$ cat config.mk
export PLATFORM = sky130hd
export DESIGN_NAME = cache_addr_logger
export DESIGN_NICKNAME = d
export VERILOG_FILES = /design/src/rtl/cal_pkg.sv /design/src/rtl/cal_cmd_dec.sv /design/src/rtl/cal_walker.sv /design/src/rtl/cal_writer.sv /design/src/rtl/cache_addr_logger.sv
export SDC_FILE = /design/constraint.sdc
export NUM_CORES = 1
export LEC_CHECK = 0
export BUFFER_PORTS_ARGS = -buffer_cell sky130_fd_sc_hd__buf_2
export CAP_MARGIN = 40
export CORE_MARGIN = 4
export CORE_UTILIZATION = 46
export DETAILED_ROUTE_END_ITERATION = 8
export PLACE_DENSITY = 0.76
export SLEW_MARGIN = 10
export SYNTH_ARGS = -nofsm -noshare
export SYNTH_HDL_FRONTEND = slang
export SYNTH_SLANG_ARGS = --single-unit
export TNS_END_PERCENT = 30
$ cat constraint.sdc
create_clock -name clk -period 2.2 [get_ports clk]
set_input_delay 0.22 -clock clk [delete_from_list [all_inputs] [get_ports clk]]
set_output_delay 0.22 -clock clk [all_outputs]
set_load 0.02 [all_outputs]
$ cat src/rtl/cal_pkg.sv
// Shared constants and types for the cache address logger.
// Assumes 48-bit physical addresses and 64-bit table entries.
package cal_pkg;
    localparam int ADDR_W   = 48;
    localparam int WORD_W   = 64;
    localparam int CTL_LSB  = 54;
    localparam int BASE_LSB = 14;

    typedef enum logic [1:0] {
        CTL_NOP   = 2'b00,
        CTL_BOTH  = 2'b01,
        CTL_FIRST = 2'b10,
        CTL_ABORT = 2'b11
    } log_ctl_e;

    typedef struct packed {
        logic              start;
        logic              abort;
        logic              both;
        logic [ADDR_W-1:0] base;
    } cmd_req_t;
endpackage

$ cat src/rtl/cal_cmd_dec.sv
// Command decoder: turns a command word into start/abort requests.
// Assumes the caller supplies the current busy state. Misaligned starts
// and commands that do not fit the current state are dropped.
module cal_cmd_dec
    import cal_pkg::*;
#(
    parameter int ALIGN_LSB = 17
) (
    input  logic              cmd_valid,
    input  logic [WORD_W-1:0] cmd_word,
    input  logic              busy,
    output cmd_req_t          req
);
    log_ctl_e ctl;
    logic     aligned;
    logic     unused_bits;

    // Extract the control field and check the base alignment.
    always_comb begin
        ctl     = log_ctl_e'(cmd_word[CTL_LSB+1:CTL_LSB]);
        aligned = (cmd_word[ALIGN_LSB-1:BASE_LSB] == '0);
    end

    // Form the request seen by the walker and the writer.
    always_comb begin
        req.start = cmd_valid && !busy && aligned &&
                    (ctl == CTL_FIRST || ctl == CTL_BOTH);
        req.abort = cmd_valid && busy && (ctl == CTL_ABORT);
        req.both  = (ctl == CTL_BOTH);
        req.base  = {cmd_word[ADDR_W-1:BASE_LSB], {BASE_LSB{1'b0}}};
    end

    assign unused_bits = ^{cmd_word[WORD_W-1:CTL_LSB+2],
                           cmd_word[CTL_LSB-1:ADDR_W],
                           cmd_word[BASE_LSB-1:0]};
endmodule

$ cat src/rtl/cal_walker.sv
// Line walker: steps the snapshot index, requests a table entry for each
// valid line, adds the terminator, and ends the log.
// Assumes the writer reports slot_free in the same cycle as it accepts loads.
module cal_walker #(
    parameter int L1_LINES  = 4096,
    parameter int L2_LINES  = 12288,
    parameter int SMALL_ENT = 4096,
    parameter int LARGE_ENT = 16384,
    parameter int CNT_W     = 15,
    parameter int IDX_W     = 14,
    parameter int WALK_W    = 15
) (
    input  logic             clk,
    input  logic             rst_n,
    input  logic             start,
    input  logic             abort,
    input  logic             both,
    input  logic             slot_free,
    input  logic             req_valid,
    input  logic             snap_valid,
    input  logic [CNT_W-1:0] issued,
    output logic             busy,
    output logic             done,
    output logic [IDX_W-1:0] snap_idx,
    output logic             load_line,
    output logic             load_term
);
    logic [WALK_W-1:0] idx;
    logic [WALK_W-1:0] limit;
    logic [CNT_W-1:0]  cap;
    logic              both_q;
    logic              term_done;
    logic              walking;
    logic              at_end;
    logic              full;
    logic              finish;

    // Per-mode walk limit and table capacity.
    always_comb begin
        limit = both_q ? WALK_W'(L1_LINES + L2_LINES) : WALK_W'(L1_LINES);
        cap   = both_q ? CNT_W'(LARGE_ENT) : CNT_W'(SMALL_ENT);
    end

    // Phase decode and load requests toward the writer.
    always_comb begin
        walking   = busy && (idx < limit);
        at_end    = busy && (idx == limit);
        full      = (issued >= cap);
        load_line = walking && slot_free && snap_valid;
        load_term = at_end && !term_done && !full && slot_free;
        finish    = at_end && term_done && !req_valid;
    end

    assign snap_idx = idx[IDX_W-1:0];

    // Walk state, terminator tracking and the end-of-log pulse.
    always_ff @(posedge clk) begin
        if (!rst_n) begin
            busy      <= 1'b0;
            done      <= 1'b0;
            idx       <= '0;
            both_q    <= 1'b0;
            term_done <= 1'b0;
        end else begin
            done <= 1'b0;
            if (abort) begin
                busy <= 1'b0;
                done <= 1'b1;
            end else if (start) begin
                busy      <= 1'b1;
                idx       <= '0;
                both_q    <= both;
                term_done <= 1'b0;
            end else if (busy) begin
                if (walking && slot_free) begin
                    idx <= idx + WALK_W'(1);
                end
                if (at_end && !term_done && (slot_free || full)) begin
                    term_done <= 1'b1;
                end
                if (finish) begin
                    busy <= 1'b0;
                    done <= 1'b1;
                end
            end
        end
    end
endmodule

$ cat src/rtl/cal_writer.sv
// Entry writer: a single request register on the valid/ready port.
// Computes each entry address from the base and the issue pointer, and
// counts accepted transfers. Abort withdraws a request not yet accepted.
module cal_writer #(
    parameter int ADDR_W = 48,
    parameter int CNT_W  = 15
) (
    input  logic              clk,
    input  logic              rst_n,
    input  logic              start,
    input  logic              abort,
    input  logic [ADDR_W-1:0] base,
    input  logic              load_line,
    input  logic              load_term,
    input  logic [63:0]       line_data,
    input  logic              mem_ready,
    output logic              mem_valid,
    output logic [ADDR_W-1:0] mem_addr,
    output logic [63:0]       mem_data,
    output logic [CNT_W-1:0]  issued,
    output logic [CNT_W-1:0]  accepted,
    output logic              slot_free
);
    logic [ADDR_W-1:0] base_q;
    logic              xfer;

    // A transfer completes when valid meets ready.
    always_comb begin
        xfer      = mem_valid && mem_ready;
        slot_free = !mem_valid || mem_ready;
    end

    // Request register, issue pointer and accepted-entry counter.
    always_ff @(posedge clk) begin
        if (!rst_n) begin
            base_q    <= '0;
            mem_valid <= 1'b0;
            mem_addr  <= '0;
            mem_data  <= '0;
            issued    <= '0;
            accepted  <= '0;
        end else if (start) begin
            base_q    <= base;
            mem_valid <= 1'b0;
            issued    <= '0;
            accepted  <= '0;
        end else begin
            if (xfer) begin
                accepted <= accepted + CNT_W'(1);
            end
            if (abort) begin
                mem_valid <= 1'b0;
            end else if (load_line || load_term) begin
                mem_valid <= 1'b1;
                mem_addr  <= base_q + ADDR_W'({issued, 3'b000});
                mem_data  <= load_term ? '1 : line_data;
                issued    <= issued + CNT_W'(1);
            end else if (xfer) begin
                mem_valid <= 1'b0;
            end
        end
    end
endmodule

$ cat src/rtl/cache_addr_logger.sv
// Top level: logs the addresses of valid cache lines into a memory table.
// Assumes the snapshot port answers combinationally for snap_idx.
module cache_addr_logger
    import cal_pkg::*;
#(
    parameter int SMALL_TBL_BYTES = 32768,
    parameter int LARGE_TBL_BYTES = 131072,
    parameter int L1_LINES        = 4096,
    parameter int L2_LINES        = 12288,
    localparam int SMALL_ENT = SMALL_TBL_BYTES / 8,
    localparam int LARGE_ENT = LARGE_TBL_BYTES / 8,
    localparam int ALIGN_LSB = $clog2(LARGE_TBL_BYTES),
    localparam int CNT_W     = $clog2(LARGE_ENT + 1),
    localparam int IDX_W     = $clog2(L1_LINES + L2_LINES),
    localparam int WALK_W    = $clog2(L1_LINES + L2_LINES + 1)
) (
    input  logic              clk,
    input  logic              rst_n,
    input  logic              cmd_valid,
    input  logic [63:0]       cmd_word,
    output logic [IDX_W-1:0]  snap_idx,
    input  logic              snap_valid,
    input  logic [63:0]       snap_line,
    output logic              mem_wr_valid,
    input  logic              mem_wr_ready,
    output logic [ADDR_W-1:0] mem_wr_addr,
    output logic [63:0]       mem_wr_data,
    output logic              busy,
    output logic              done,
    output logic [CNT_W-1:0]  entry_count
);
    cmd_req_t         req;
    logic             load_line;
    logic             load_term;
    logic             slot_free;
    logic [CNT_W-1:0] issued;

    cal_cmd_dec #(.ALIGN_LSB(ALIGN_LSB)) u_dec (
        .cmd_valid (cmd_valid),
        .cmd_word  (cmd_word),
        .busy      (busy),
        .req       (req)
    );

    cal_walker #(
        .L1_LINES  (L1_LINES),
        .L2_LINES  (L2_LINES),
        .SMALL_ENT (SMALL_ENT),
        .LARGE_ENT (LARGE_ENT),
        .CNT_W     (CNT_W),
        .IDX_W     (IDX_W),
        .WALK_W    (WALK_W)
    ) u_walk (
        .clk        (clk),
        .rst_n      (rst_n),
        .start      (req.start),
        .abort      (req.abort),
        .both       (req.both),
        .slot_free  (slot_free),
        .req_valid  (mem_wr_valid),
        .snap_valid (snap_valid),
        .issued     (issued),
        .busy       (busy),
        .done       (done),
        .snap_idx   (snap_idx),
        .load_line  (load_line),
        .load_term  (load_term)
    );

    cal_writer #(.ADDR_W(ADDR_W), .CNT_W(CNT_W)) u_wr (
        .clk       (clk),
        .rst_n     (rst_n),
        .start     (req.start),
        .abort     (req.abort),
        .base      (req.base),
        .load_line (load_line),
        .load_term (load_term),
        .line_data (snap_line),
        .mem_ready (mem_wr_ready),
        .mem_valid (mem_wr_valid),
        .mem_addr  (mem_wr_addr),
        .mem_data  (mem_wr_data),
        .issued    (issued),
        .accepted  (entry_count),
        .slot_free (slot_free)
    );
endmodule

**Word level (Yosys, flattened, before mapping)**

Cells that the tools add are included.

- Register bits after elaboration: 196
- Input bits: 133
- Output and inout bits: 144
- Word-level logic and storage cells: 78

- $add $sub $neg: 4
- Magnitude comparators: 2
- Equality and inequality tests: 4
- Muxes and demuxes: 17
- Bitwise operators: 3
- Reductions and logical operators: 37

Operator list:

| kind | count |
|---|---|
| 64-bit two-way mux | 1 |
| 15-bit two-way mux | 4 |
| 48-bit by 18-bit adder with 48-bit output | 1 |
| 15-bit by 1-bit adder with 15-bit output (second input constant) | 3 |
| 1-bit logical AND | 16 |
| 15-bit equality test | 1 |
| 15-bit greater-or-equal comparator | 1 |
| 15-bit < comparator | 1 |
| 1-bit two-way mux | 12 |
| 3-bit AND reduction | 3 |
| 2-bit nonzero test | 4 |
| 2-bit equality test (second input constant) | 2 |
| 1-bit logical NOT | 4 |
| 1-bit logical OR | 4 |
| 2-bit AND reduction | 2 |
| 2-bit OR reduction | 2 |
| 3-bit logical NOT | 1 |
| 1-bit inverter | 3 |
| 3-bit OR reduction | 1 |
| 2-bit by 1-bit equality test with 1-bit output (second input constant) | 1 |

**Depth between registers and ports, before layout**

- Depth in word-level cells: 9
- Depth in mapped cells: 9
- Mapped depth without buffers: 8

**Cells and area by module**

Synthesis repeated with hierarchy kept, for this count alone.

- Cells, all modules: 1177
- Area total of the unflattened synthesis: 10194.8 µm²

Modules (own cells, without submodules):

| module | instances | cells an instance | area each (µm²) | seq. area each (µm²) |
|---|---|---|---|---|
| cal_writer | 1 | 966 | 8536.9 | 3823.7 |
| cal_walker | 1 | 156 | 1237.4 | 380.4 |
| cal_cmd_dec | 1 | 55 | 420.4 | 0.0 |

**Worst setup path before layout**

Ideal clock, no wire load.

- Kind: register to register
- Start: register u_walk.both_q
- End: register u_wr.mem_data[10]
- Setup time: 119 ps
- Arrival: 2041 ps
- Required time: 2081 ps
- Slack: 40 ps
- Stages on the path, launching flop included: 10
- Buffers on the path: 2
- Clock period less this slack: 2160 ps
- Cells stage by stage: dfxtp_1 > inv_1 > ha_1 > nand2b_1 > a2111oi_4 > and2_1 > buf_4 > o21ai_4 > buf_6 > o221a_2

- Word-level cells in the longest chain between the ends: 8
- Elaborated cells between the ends (all ways): 15
- Classes of those cells: 2 x order compare; 1 x eq/ne; 2 x mux; 10 x reduce/logical

RTL lines:

| what | line | RTL |
|---|---|---|
| start: declaration | cal_walker.sv:31 | `logic both_q;` |
| start signal: assignment | cal_walker.sv:72 | `both_q <= both;` |
| 15-bit two-way mux * | cal_walker.sv:40, cal_walker.sv:41 |  |
| branches (longest 7 deep; another with 15-bit < comparator) | - |  |
| end signal: assignment | cal_writer.sv:56 | `mem_data <= load_term ? '1 : line_data;` |
| end: declaration | cal_writer.sv:19 | `output logic [63:0] mem_data,` |

Mark *: on every way between the ends.
A chain may end at the register's enable or synchronous reset.

**Worst setup path after layout**

- Start: register u_walk.both_q
- End: register u_wr.mem_data[47]

Same word-level chain as after synthesis.

==> results <==
- The run finished, with violations left.
- The final reports fail on negative setup slack.
- The tool flagged a number of max-cap violations equal to 0.
- The global route total overflow is 0.
- For this design, the CTS-stage hold fixing added 0 buffers.
- The clock group share of total power is 44.8%.
- Dividing the synthesized area by the synthesized cell count gives 9.372 um^2.
- Setup repair after global routing could not meet its margin everywhere.
- After layout, the worst setup slack is -0.07072 ns.
- The worst pin sits at a relative slew slack of 47.66%.
- The number of instances on the worst hold path is 3.
- The number of cells on the worst reg-to-reg path is 11.
- The cell area after synthesis is 8501 um^2.
- The per-cell via count in the routed design is 5.567.
- In the finished design, the share of the clock period the worst path needs comes to 103.2%.
- The largest fanout on the critical path is 22.
- The wire-length estimate of the detail-placed layout is 16050 um.
- Setup violations remaining at the end of the flow were counted as 87.
- The switching portion of total power is 24.13%.
- Cell internal power was estimated by the tool at 5.464 mW.
- For this block, the via count after detailed routing is 7944.
- The critical path goes through inv_4 -> ha_1 -> nand2b_1 -> a2111oi_4 -> buf_4 -> buf_4 -> nand2_2 -> o21ai_4 -> buf_12 -> buf_12 -> o221a_2.
- The area of the multi-input gates is 4432 um^2.
- Registers are responsible for 49.4% of the overall power.
- The signed area change from the synthesized netlist to the final layout is 35.58%.
- Summing all placed instances gives a cell area of 10150 um^2.
- The floorplan die height is 143.9 um.
- Derived from the worst setup path, the maximum achievable clock frequency is 440.4 MHz.
- The later pin in the worst-skew pair is clocked with a latency of 0.43 ns.
- Sequential cells were found to cover 45.45% of the synthesized design area.
- The fraction of layout cells with a size suffix above 1 is 41.65%.
- The top cell types in the final layout, fill and taps aside, are buf_2 (246), dfxtp_1 (188), nand2_1 (108).
- The Yosys step of the flow raised 0 warnings.
- At the worst endpoint, the arrival time is 2.64 ns.
- In this run the standard cell core region covers 18090 um^2.
- The global routing usage summed across all routing layers is 21.35%.
- The number of design-rule violations left by the first detailed-router iteration is 516.
- TritonCTS built the clock tree.
- Counting every instance in the synthesized netlist gives 907.
- Summed over all layers, the routed wires come to 24840 um.
- The number of pins exceeding their max-slew limit in the final report came to 0.
- The net count of the finished layout is 1334.
- The critical path data required time is 2.57 ns.
- Summed over all failing endpoints, the final setup total negative slack is -3.001 ns.
- The via count of the first global-routing pass is 7141.
- The count of nets left with antenna violations once routing finished came out at 0.
- The slowest stage cell on the critical path is a2111oi_4.
- The count of flip-flops with a built-in enable after synthesis is 0.
- The most common cell after layout, fill and taps aside is buf_2.
- Power spread over the standard cell area amounts to 624.8 nW/um^2.
- The area taken by flip-flops and latches is 3870 um^2.
- The worst setup path is captured at a flop.
- The H-tree generated during clock tree synthesis spans 4 levels.
- After synthesis the netlist holds a flip-flop and latch count of 193.
- The number of buffers between clock root and the deepest sink is 2.
- Entering global routing, the biggest net connects 78 pins.
- For this design, the sink count on the clock tree is 193.
- The wire length per cell after detailed routing is 17.41 um.
- Buffers inserted during clock tree synthesis total 17.
- The wire length of the first global-routing pass is 36000 um.
- The first TritonRoute pass finished after 5 iterations.
- The reported net switching power is 1.737 mW.
- The predominant post-synthesis flop cell is dfxtp_1.
- The horizontal die dimension is 143.9 um.
- The worst setup skew after layout is 0.009879 ns.
- Subtracting the final worst setup slack from the clock period gives 2.271 ns.
- The leakage component of the power is 4.858 nW.
- Synthesis instantiated 68 different standard cells from the library.
- The class of the most critical setup path is flop to flop.
- The count of input and output buffers is 245.
- The total DRC errors in the routed layout is 0.
- The number of hold violations in the final report is 0.
- The initial antenna violation count came to 0.
- The number of top-level pins is 277.
- The transition at the pin with the smallest max-transition slack is 0.7851 ns.
- The post-route cell area is 11520 um^2.
- The number of rows created at floorplan is 49.
- The floorplan step defined a die boundary enclosing 20720 um^2.
- Clock-pin slew was measured on the worst setup and hold paths at 0.08 ns.
- The number of fillers in the final layout is 1469.
- The tree is rooted in a clkbuf_16.
- The share of power burned in combinational logic is 5.8%.
- VDD sags by at most 0.0005260 V.
- At the end of routability-driven placement, the weighted congestion stood at 0.8193.
- The repair_antennas step left the layout with diodes totalling 0.
- The worst stage delay on the critical path is 0.42 ns.
- STA classifies the critical path startpoint as a flop.
- The path class of the tightest hold or removal check is input port to flop.
- Once the floorplan was initialized, standard cells occupied 47.00% of the core.
- The fraction of registers with async set/reset is 0%.
-- cells by family (layout without fill, tap and decap cells) --
group	after synthesis	count (layout)	share of synthesized area (%)
buffers and inverters	103	392	6.314
other	1	3	0.04411
XOR/XNOR	49	49	5.049
multiplexers	13	13	1.531
adder cells (fa/ha/maj)	16	16	2.443
AND/OR/NAND/NOR	296	296	17.96
flip-flops	193	193	45.45
AO/OA/AOI/OAI	236	236	21.21
-- registers in the layout, indices dropped and copies added, names as in the netlist --
| register | flops |
|---|---|
| u_wr.mem_data | 64 |
| u_wr.mem_addr | 45 |
| u_wr.base_q | 34 |
| u_walk.idx | 15 |
| u_wr.accepted | 15 |
| u_wr.issued | 15 |
| u_walk.both_q | 1 |
| u_walk.busy | 1 |
| u_walk.done | 1 |
| u_walk.term_done | 1 |
| u_wr.mem_valid | 1 |
-- final cells by class --
| type | count | share of cell area (%) |
|---|---|---|
| multi-input cells | 613 | 38.45 |
| flip-flops and latches | 193 | 33.58 |
| repair buffers | 340 | 19.48 |
| clock buffers | 18 | 3.811 |
| well taps | 229 | 2.486 |
| clock inverters | 14 | 1.520 |
| inverters | 20 | 0.6731 |
-- path summary, 6_finish.rpt --
kind	startpoint	endpoint	slack (ns)
min	cmd_word[31]	u_wr.base_q[31]	0.02
min reg2reg	u_wr.mem_addr[9]	u_wr.mem_addr[9]	0.46
max	u_walk.both_q	u_wr.mem_data[47]	-0.07
max reg2reg	u_walk.both_q	u_wr.mem_data[47]	-0.07
-- per-layer routing --
metal | up-vias | wire length, um | GRT usage (%) | share of wire [%]
met3 | 29 | 1620 | 4.559 | 6.5
met5 | - | 0 | 0 | 0
met1 | 3790 | 10510 | 27.04 | 42
met4 | 0 | 348 | 6.194 | 1.4
li1 | 3865 | - | - | -
met2 | 260 | 12360 | 36.65 | 50
-- timing repair --
action / 4_1_cts / 5_1_grt
gates resized for setup: 9 / 68
cloned: 1 / 8
setup endpoints to repair: 38 / 129
setup buffers: 1 / 23
pin swaps: 3 / 23
-- synthesized netlist by cell type, types with 9 or more instances --
master	n	area share, %
a21oi_1	87	5.1
nand4_1	17	1.3
buf_2	11	0.65
a211oi_1	9	0.79
xor2_1	24	2.5
buf_4	24	2.1
nand3_1	42	2.5
nand2_1	110	4.9
mux2i_1	13	1.5
o221a_2	64	8.5
o21ai_0	23	1.4
inv_1	19	0.84
dfxtp_1	193	45
nor2_1	34	1.5
ha_1	15	2.2
o31ai_1	22	1.9
xnor2_1	25	2.6
and3_1	10	0.74
or3_1	18	1.3
nor3_1	19	1.1
clkbuf_1	39	1.7
-- critical path: cells and delay by family (launching register included) --
kind / cells / cell delay [ns]
flops: 1 / 0.34
fa+ha+maj: 1 / 0.17
simple gates: 2 / 0.19
compound gates: 3 / 0.81
buf+inv: 5 / 0.69
-- power groups by stage --
stage	combinational, mW	clock (mW)	sequential (mW)
floorplan	0.165	0	3.67
global placement	0.376	0	3.64
detailed placement	0.379	0	3.64
CTS	0.382	3.28	3.56
global route	0.445	3.44	3.56
finish	0.415	3.23	3.56
-- through the flow --
stage	total power [mW]	std cells	utilization, %	hold slack [ns]	setup slack, ns
final	7.201	1427	63.72	0.01828	-0.07072
after global routing	7.446	1427	63.72	0.002842	-0.1632
after CTS	7.220	1396	60.08	0.001909	-0.01380
after detailed placement	4.019	1362	56.11	0.4535	-0.05327
after global placement	4.014	1362	56.11	0.4434	-0.003973
after floorplan	3.838	909	-	0.3560	0.03996
Power figures use the tool's default switching activity.
